## config.mk

```make
export PLATFORM = sky130hd
export DESIGN_NAME = sleep_seq
export DESIGN_NICKNAME = d
export VERILOG_FILES = /design/src/rtl/sleep_seq.sv
export SDC_FILE = /design/constraint.sdc
export NUM_CORES = 1
export LEC_CHECK = 0
export ABC_CLOCK_PERIOD_IN_PS = 1600
export BUFFER_PORTS_ARGS = -buffer_cell sky130_fd_sc_hd__buf_2
export CAP_MARGIN = 20
export CORE_UTILIZATION = 45
export CTS_BUF_LIST = sky130_fd_sc_hd__clkbuf_8
export DETAILED_ROUTE_END_ITERATION = 16
export PLACE_DENSITY = 0.79
export SLEW_MARGIN = 40
export SYNTH_ARGS = -nofsm -noshare
export SYNTH_HDL_FRONTEND = slang
export SYNTH_SLANG_ARGS = --single-unit
```

## constraint.sdc

```tcl
create_clock -name clk -period 1.6 [get_ports clk]
set_input_delay 0.08 -clock clk [delete_from_list [all_inputs] [get_ports clk]]
set_output_delay 0.08 -clock clk [all_outputs]
set_load 0.005 [all_outputs]
```

## src/rtl/sleep_seq.sv

```systemverilog
module sleep_seq #(
  parameter int NPROC = 2,
  parameter int SETTLE_CYCLES = 16
) (
  input  logic             clk,
  input  logic             rst,
  input  logic             stop_grant_i,
  input  logic             deep_sleep_i,
  input  logic             clk_stop_req_i,
  input  logic             stop_clk_req_i,
  input  logic [NPROC-1:0] proc_ready_i,
  input  logic             sr_exit_ack_i,
  output logic             clk_tree_en_o,
  output logic             cke_a_o,
  output logic             cke_b_o,
  output logic             cmd_idle_o,
  output logic             self_refresh_o,
  output logic             reconnect_o,
  output logic             cfg_retain_o,
  output logic             pwr_removed_o
);
  localparam int CW = $clog2(SETTLE_CYCLES + 1);

  typedef enum logic [2:0] {
    ST_RUN, ST_SLEEP, ST_WAIT_SC, ST_SETTLE, ST_WAIT_RDY, ST_SR_EXIT, ST_RECON
  } st_t;

  st_t           state;
  logic [CW-1:0] cnt;
  logic          deep_q;

  wire all_rdy    = &proc_ready_i;
  wire clocks_off = (state == ST_SLEEP) || (state == ST_WAIT_SC);
  wire in_sr      = clocks_off || (state == ST_SETTLE) || (state == ST_WAIT_RDY);

  always_ff @(posedge clk) begin
    if (rst) begin
      state  <= ST_RUN;
      cnt    <= '0;
      deep_q <= 1'b0;
    end else begin
      case (state)
        ST_RUN: if (stop_grant_i) begin
          state  <= ST_SLEEP;
          deep_q <= deep_sleep_i;
        end
        ST_SLEEP:   if (!clk_stop_req_i && stop_clk_req_i) state <= ST_WAIT_SC;
        ST_WAIT_SC: if (!stop_clk_req_i) begin
          state <= ST_SETTLE;
          cnt   <= '0;
        end
        ST_SETTLE:
          if (cnt == CW'(SETTLE_CYCLES - 1)) state <= ST_WAIT_RDY;
          else cnt <= cnt + 1'b1;
        ST_WAIT_RDY: if (all_rdy) state <= ST_SR_EXIT;
        ST_SR_EXIT:  if (sr_exit_ack_i) state <= ST_RECON;
        ST_RECON: begin
          state  <= ST_RUN;
          deep_q <= 1'b0;
        end
        default: state <= ST_RUN;
      endcase
    end
  end

  assign clk_tree_en_o  = !clocks_off;
  assign self_refresh_o = in_sr;
  assign cke_a_o        = !in_sr;
  assign cke_b_o        = !in_sr;
  assign cmd_idle_o     = in_sr;
  assign reconnect_o    = (state == ST_RECON);
  assign cfg_retain_o   = (state != ST_RUN);
  assign pwr_removed_o  = deep_q && clocks_off;
endmodule

```

== Word level (Yosys, flattened, before mapping) ==
Index checks and enable logic that the tools add are counted.
Widths: inputs -> output; s select.
Storage, ports and cells
  bits in registers: 9
  bits of input ports: 9
  word-level logic and storage cells: 46
Operators by class
  add/subtract/negate cells: 1
  mux-type cells: 12
  equality and inequality tests: 14
  reductions and logical operators: 16
Operators by type and width (number)
  $mux 3: 6
  $pmux 3 s6: 1
  $mux 5: 2
  $ne 2x2->1 const B: 5
  $pmux 5 s2: 1
  $eq 3x3->1 const B: 3
  $eq 3x2->1 const B: 2
  $reduce_and 6->1: 1
  $add 5x1->5 const B: 1
  $eq 5x4->1 const B: 1
  $ne 2x1->1 const B: 2
  $reduce_and 2->1: 2
  $reduce_bool 2->1: 2
  $eq 3x1->1 const B: 1
  $logic_not 1->1: 3
  $logic_not 3->1: 1
  $logic_or 1x1->1: 3
  $reduce_and 3->1: 1
  $reduce_bool 3->1: 1
  $logic_and 1x1->1: 2
  $pmux 1 s2: 1
  $mux 1: 1

== Logic depth before layout (Yosys ltp) ==
  depth after elaboration: 5
  gate-level depth with buffers: 7
  mapped depth without buffers: 6

== Worst setup path after synthesis ==
Ideal clock, no wire load.
  path kind: reg-to-reg
  from: register cnt[0]
  to: register cnt[2]
  stages on the path, launching flop included: 8
  slack: -0.136 ns
  arrival time: 1.605 ns
  cells stage by stage: dfxtp_1 -> ha_1 -> and3_1 -> ha_1 -> and2_1 -> clkbuf_1 -> o41ai_1 -> a21oi_1
On the way
  word-level cells in the longest chain between the ends: 3
  elaborated cells on any way between the ends: 6
  those cells by class: add/sub: 1; eq/ne: 2; mux: 2; reduce/logical: 1
RTL lines
  start: declaration: RTL line 29  | logic [CW-1:0] cnt;
  start signal: assignment: RTL line 54  | else cnt <= cnt + 1'b1;
  $add 5x1->5 or $eq 5x4->1 (tied branches): RTL line 54, 53
  $mux 5 or $ne 2x2->1 (tied branches)
  $pmux 5 s2 or $reduce_and 3->1 (tied branches)
Parallel ways exist; a longest one is shown, timed or not. The select of a mux whose other input is x is not followed.
A chain may end at the register's enable or synchronous reset.

== Worst setup path after layout ==
  from: register cnt[1]
  to: register cnt[2]
Same word-level chain as after synthesis.

==> run_results.csv <==
group,metric,value,unit
setup_path,end_kind,"register",
logic_synthesis,postSynthAreaPerCell,8.41,um^2
placed_design,io_buffers,16,
global_route,grt_max_degree,11,
drt,drt_first_pass_iters,4,
placed_design,post-dp-hpwl,1010,um
logic_synthesis,yosysUniqueCellTypes,36,
floorplan,rows,13,
clock_network,h-tree-depth,1,
setup_path,required,1770,ps
pwr,power,0.000620,W
timing,clock_skew,6.38,ps
timing,layout_min_cycle_time,1590,ps
timing,tns,0,ps
drt,num_vias,616,
pwr,power_per_cell_area,698,mW/mm^2
clock_network,cts_buffers,3,
placed_design,gp_congestion,0.787,
floorplan,start_util,48.5,%
timing,rsz0062_at_grt,"true",
timing,timing.fmax,0.629,GHz
setup_path,path_max_fanout,5,
clock_network,worstSkewPairLatency,240,ps
placed_design,place_ws,-38.1,ps
run_status,status,"finished clean",
global_route,grt_pass1_vias,563,
global_route,grt_pass1_wl,2410,um
global_route,antenna_found_initial,0,
finish,final_nets,110,
drt,vias_per_cell,5.45,
floorplan,pin_count,17,
logic_synthesis,yosysWarnings,0,
flow_run,cap_violations,0,
logic_synthesis,syn_inst,76,
worst_hold_path,hold_path.class,"input pin to register",
pwr,ir_drop,477,uV
global_route,grt-ovfl-total,0,
finish,most-common-layout-cells,"buf_2 (16), buf_4 (9), inv_1 (5), nand2b_1 (5), dfxtp_1 (5)",
setup_path,worstSetupPathType,"register to register",
clock_network,cts-root-buf,"clkbuf_8",
timing,setup_slack,11.4,ps
logic_synthesis,synth_nets,87,
clock_network,path_clk_slew,50,ps
finish,drive_above_1_share,50.0,%
finish,final_common_cell,"buf_2",
clock_network,cts_tree,"yes",
timing,final_hold_viol_count,0,
timing,slew_violations,0,
finish,antenna_cells,0,
drt,wl,1550,um
floorplan,die_h,39.7,um
logic_synthesis,seq_area_frac_synth,28.2,%
floorplan,fp.dieW,39.7,um
drt,drc_errors,0,
floorplan,coreArea,0.00132,mm^2
setup_path,critPathLaunchType,"register",
finish,fin_util,67.4,%
logic_synthesis,syn_area,639,um^2
logic_synthesis,ys_seq_elements,9,
timing,finalSetupViolCount,0,
timing,max-slew-margin-rel,69.7,%
drt,drtIter0Drc,12,
clock_network,clock_path_buffers,2,
setup_path,arrival,1760,ps
floorplan,dieArea,0.00158,mm^2
finish,syn_to_final_growth,38.9,%
timing,timing.final.crit_share,99.3,%
drt,avgRoutedWirePerCell,13.7,um
drt,ant_nets,0,
timing,worst_slew_pin_slew,454,ps
clock_network,clock_sinks,9,
global_route,grt_use_total,23.6,%
pwr,p_leak,0.342,nW
clock_network,holdBufCountCts,0,
worst paths after layout:
| kind | start | to | slack [ps] | cells past startpoint |
|---|---|---|---|---|
| worst max-delay path | cnt[1] | cnt[2] | 10 | 6 |
| worst min-delay path | rst | cnt[0] | 150 | 2 |
| worst max register to register | cnt[1] | cnt[2] | 10 | 6 |
| worst min register to register | cnt[4] | cnt[4] | 490 | 2 |
power breakdown:
group,switching (W),internal (W)
logic,0.0000539,0.0000637
clock network,0.0000928,0.000167
registers,0.0000115,0.000231
state kept, by name, indices dropped and copies added, names as in the netlist:
signal	cells
cnt	5
deep_q	1
state	3
worst max-delay path: stages, from the launching register on:
cell and delay, ps:
dfxtp_2 330, ha_4 160, and3_4 180, ha_4 170
nand4bb_4 190, or3b_1 380, a21oi_1 120
cells in the mapped netlist (all sizes together):
| master | instances | area [um^2] |
|---|---|---|
| nor4bb | 1 | 10.0 |
| o31ai | 3 | 22.5 |
| or4 | 1 | 7.51 |
| nand4bb | 1 | 11.3 |
| a2111oi | 1 | 8.76 |
| inv | 4 | 15.0 |
| nand3 | 1 | 5.00 |
| nand2 | 3 | 11.3 |
| or2 | 1 | 6.26 |
| o41ai | 1 | 8.76 |
| buf | 6 | 36.3 |
| or3 | 1 | 7.51 |
| nand4b | 2 | 17.5 |
| mux2i | 1 | 10.0 |
| o21ai | 3 | 15.0 |
| clkbuf | 1 | 3.75 |
| nor3 | 1 | 5.00 |
| o21ba | 1 | 10.0 |
| nor2b | 4 | 25.0 |
| nor2 | 4 | 15.0 |
| or3b | 3 | 26.3 |
| a21oi | 6 | 30.0 |
| a31oi | 1 | 6.26 |
| dfxtp | 9 | 180 |
| nand2b | 6 | 45.0 |
| a21o | 2 | 15.0 |
| and2 | 2 | 12.5 |
| nand3b | 1 | 7.51 |
| or4b | 1 | 10.0 |
| nor4b | 1 | 23.8 |
| ha | 2 | 25.0 |
| and3 | 1 | 6.26 |
through the flow:
stage               area (um^2)  std cells  hold WS (ps)
finish                      888        113           153
global route                888        113           167
CTS                         843        110           142
detailed placement          768        105           394
global placement            768        105           373
floorplan                   682         76           275
layer usage:
metal | up-vias | track usage (%) | share of wire (%)
li1 | 315 | - | -
met1 | 282 | 29.7 | 45
met2 | 14 | 32.8 | 48
met3 | 5 | 8.52 | 4.9
met4 | 0 | 15.5 | 2.3
met5 | - | 0 | 0
kinds of logic (layout without fill, tap and decap cells):
family | count (synthesis) | after routing | synth area share [%]
simple gates | 35 | 35 | 39.5
compound gates | 18 | 18 | 18.2
buf+inv | 11 | 33 | 8.61
flops | 9 | 9 | 28.2
fa+ha+maj | 2 | 2 | 3.91
mux | 1 | 1 | 1.57
what timing repair did:
action	in CTS	in global routing
pin swaps	3	3
setup buffers	1	3
gates resized for setup	4	6
endpoints found under the setup margin	7	7
cell type report:
class | count | area, um^2
multi-input cells | 56 | 474
fillers | 96 | 429
flip-flops and latches | 9 | 188
repair buffers | 25 | 148
clock buffers | 3 | 41.3
well taps | 15 | 18.8
inverters | 4 | 15.0
clock inverters | 1 | 3.75
(Power assumes the default switching activity.)
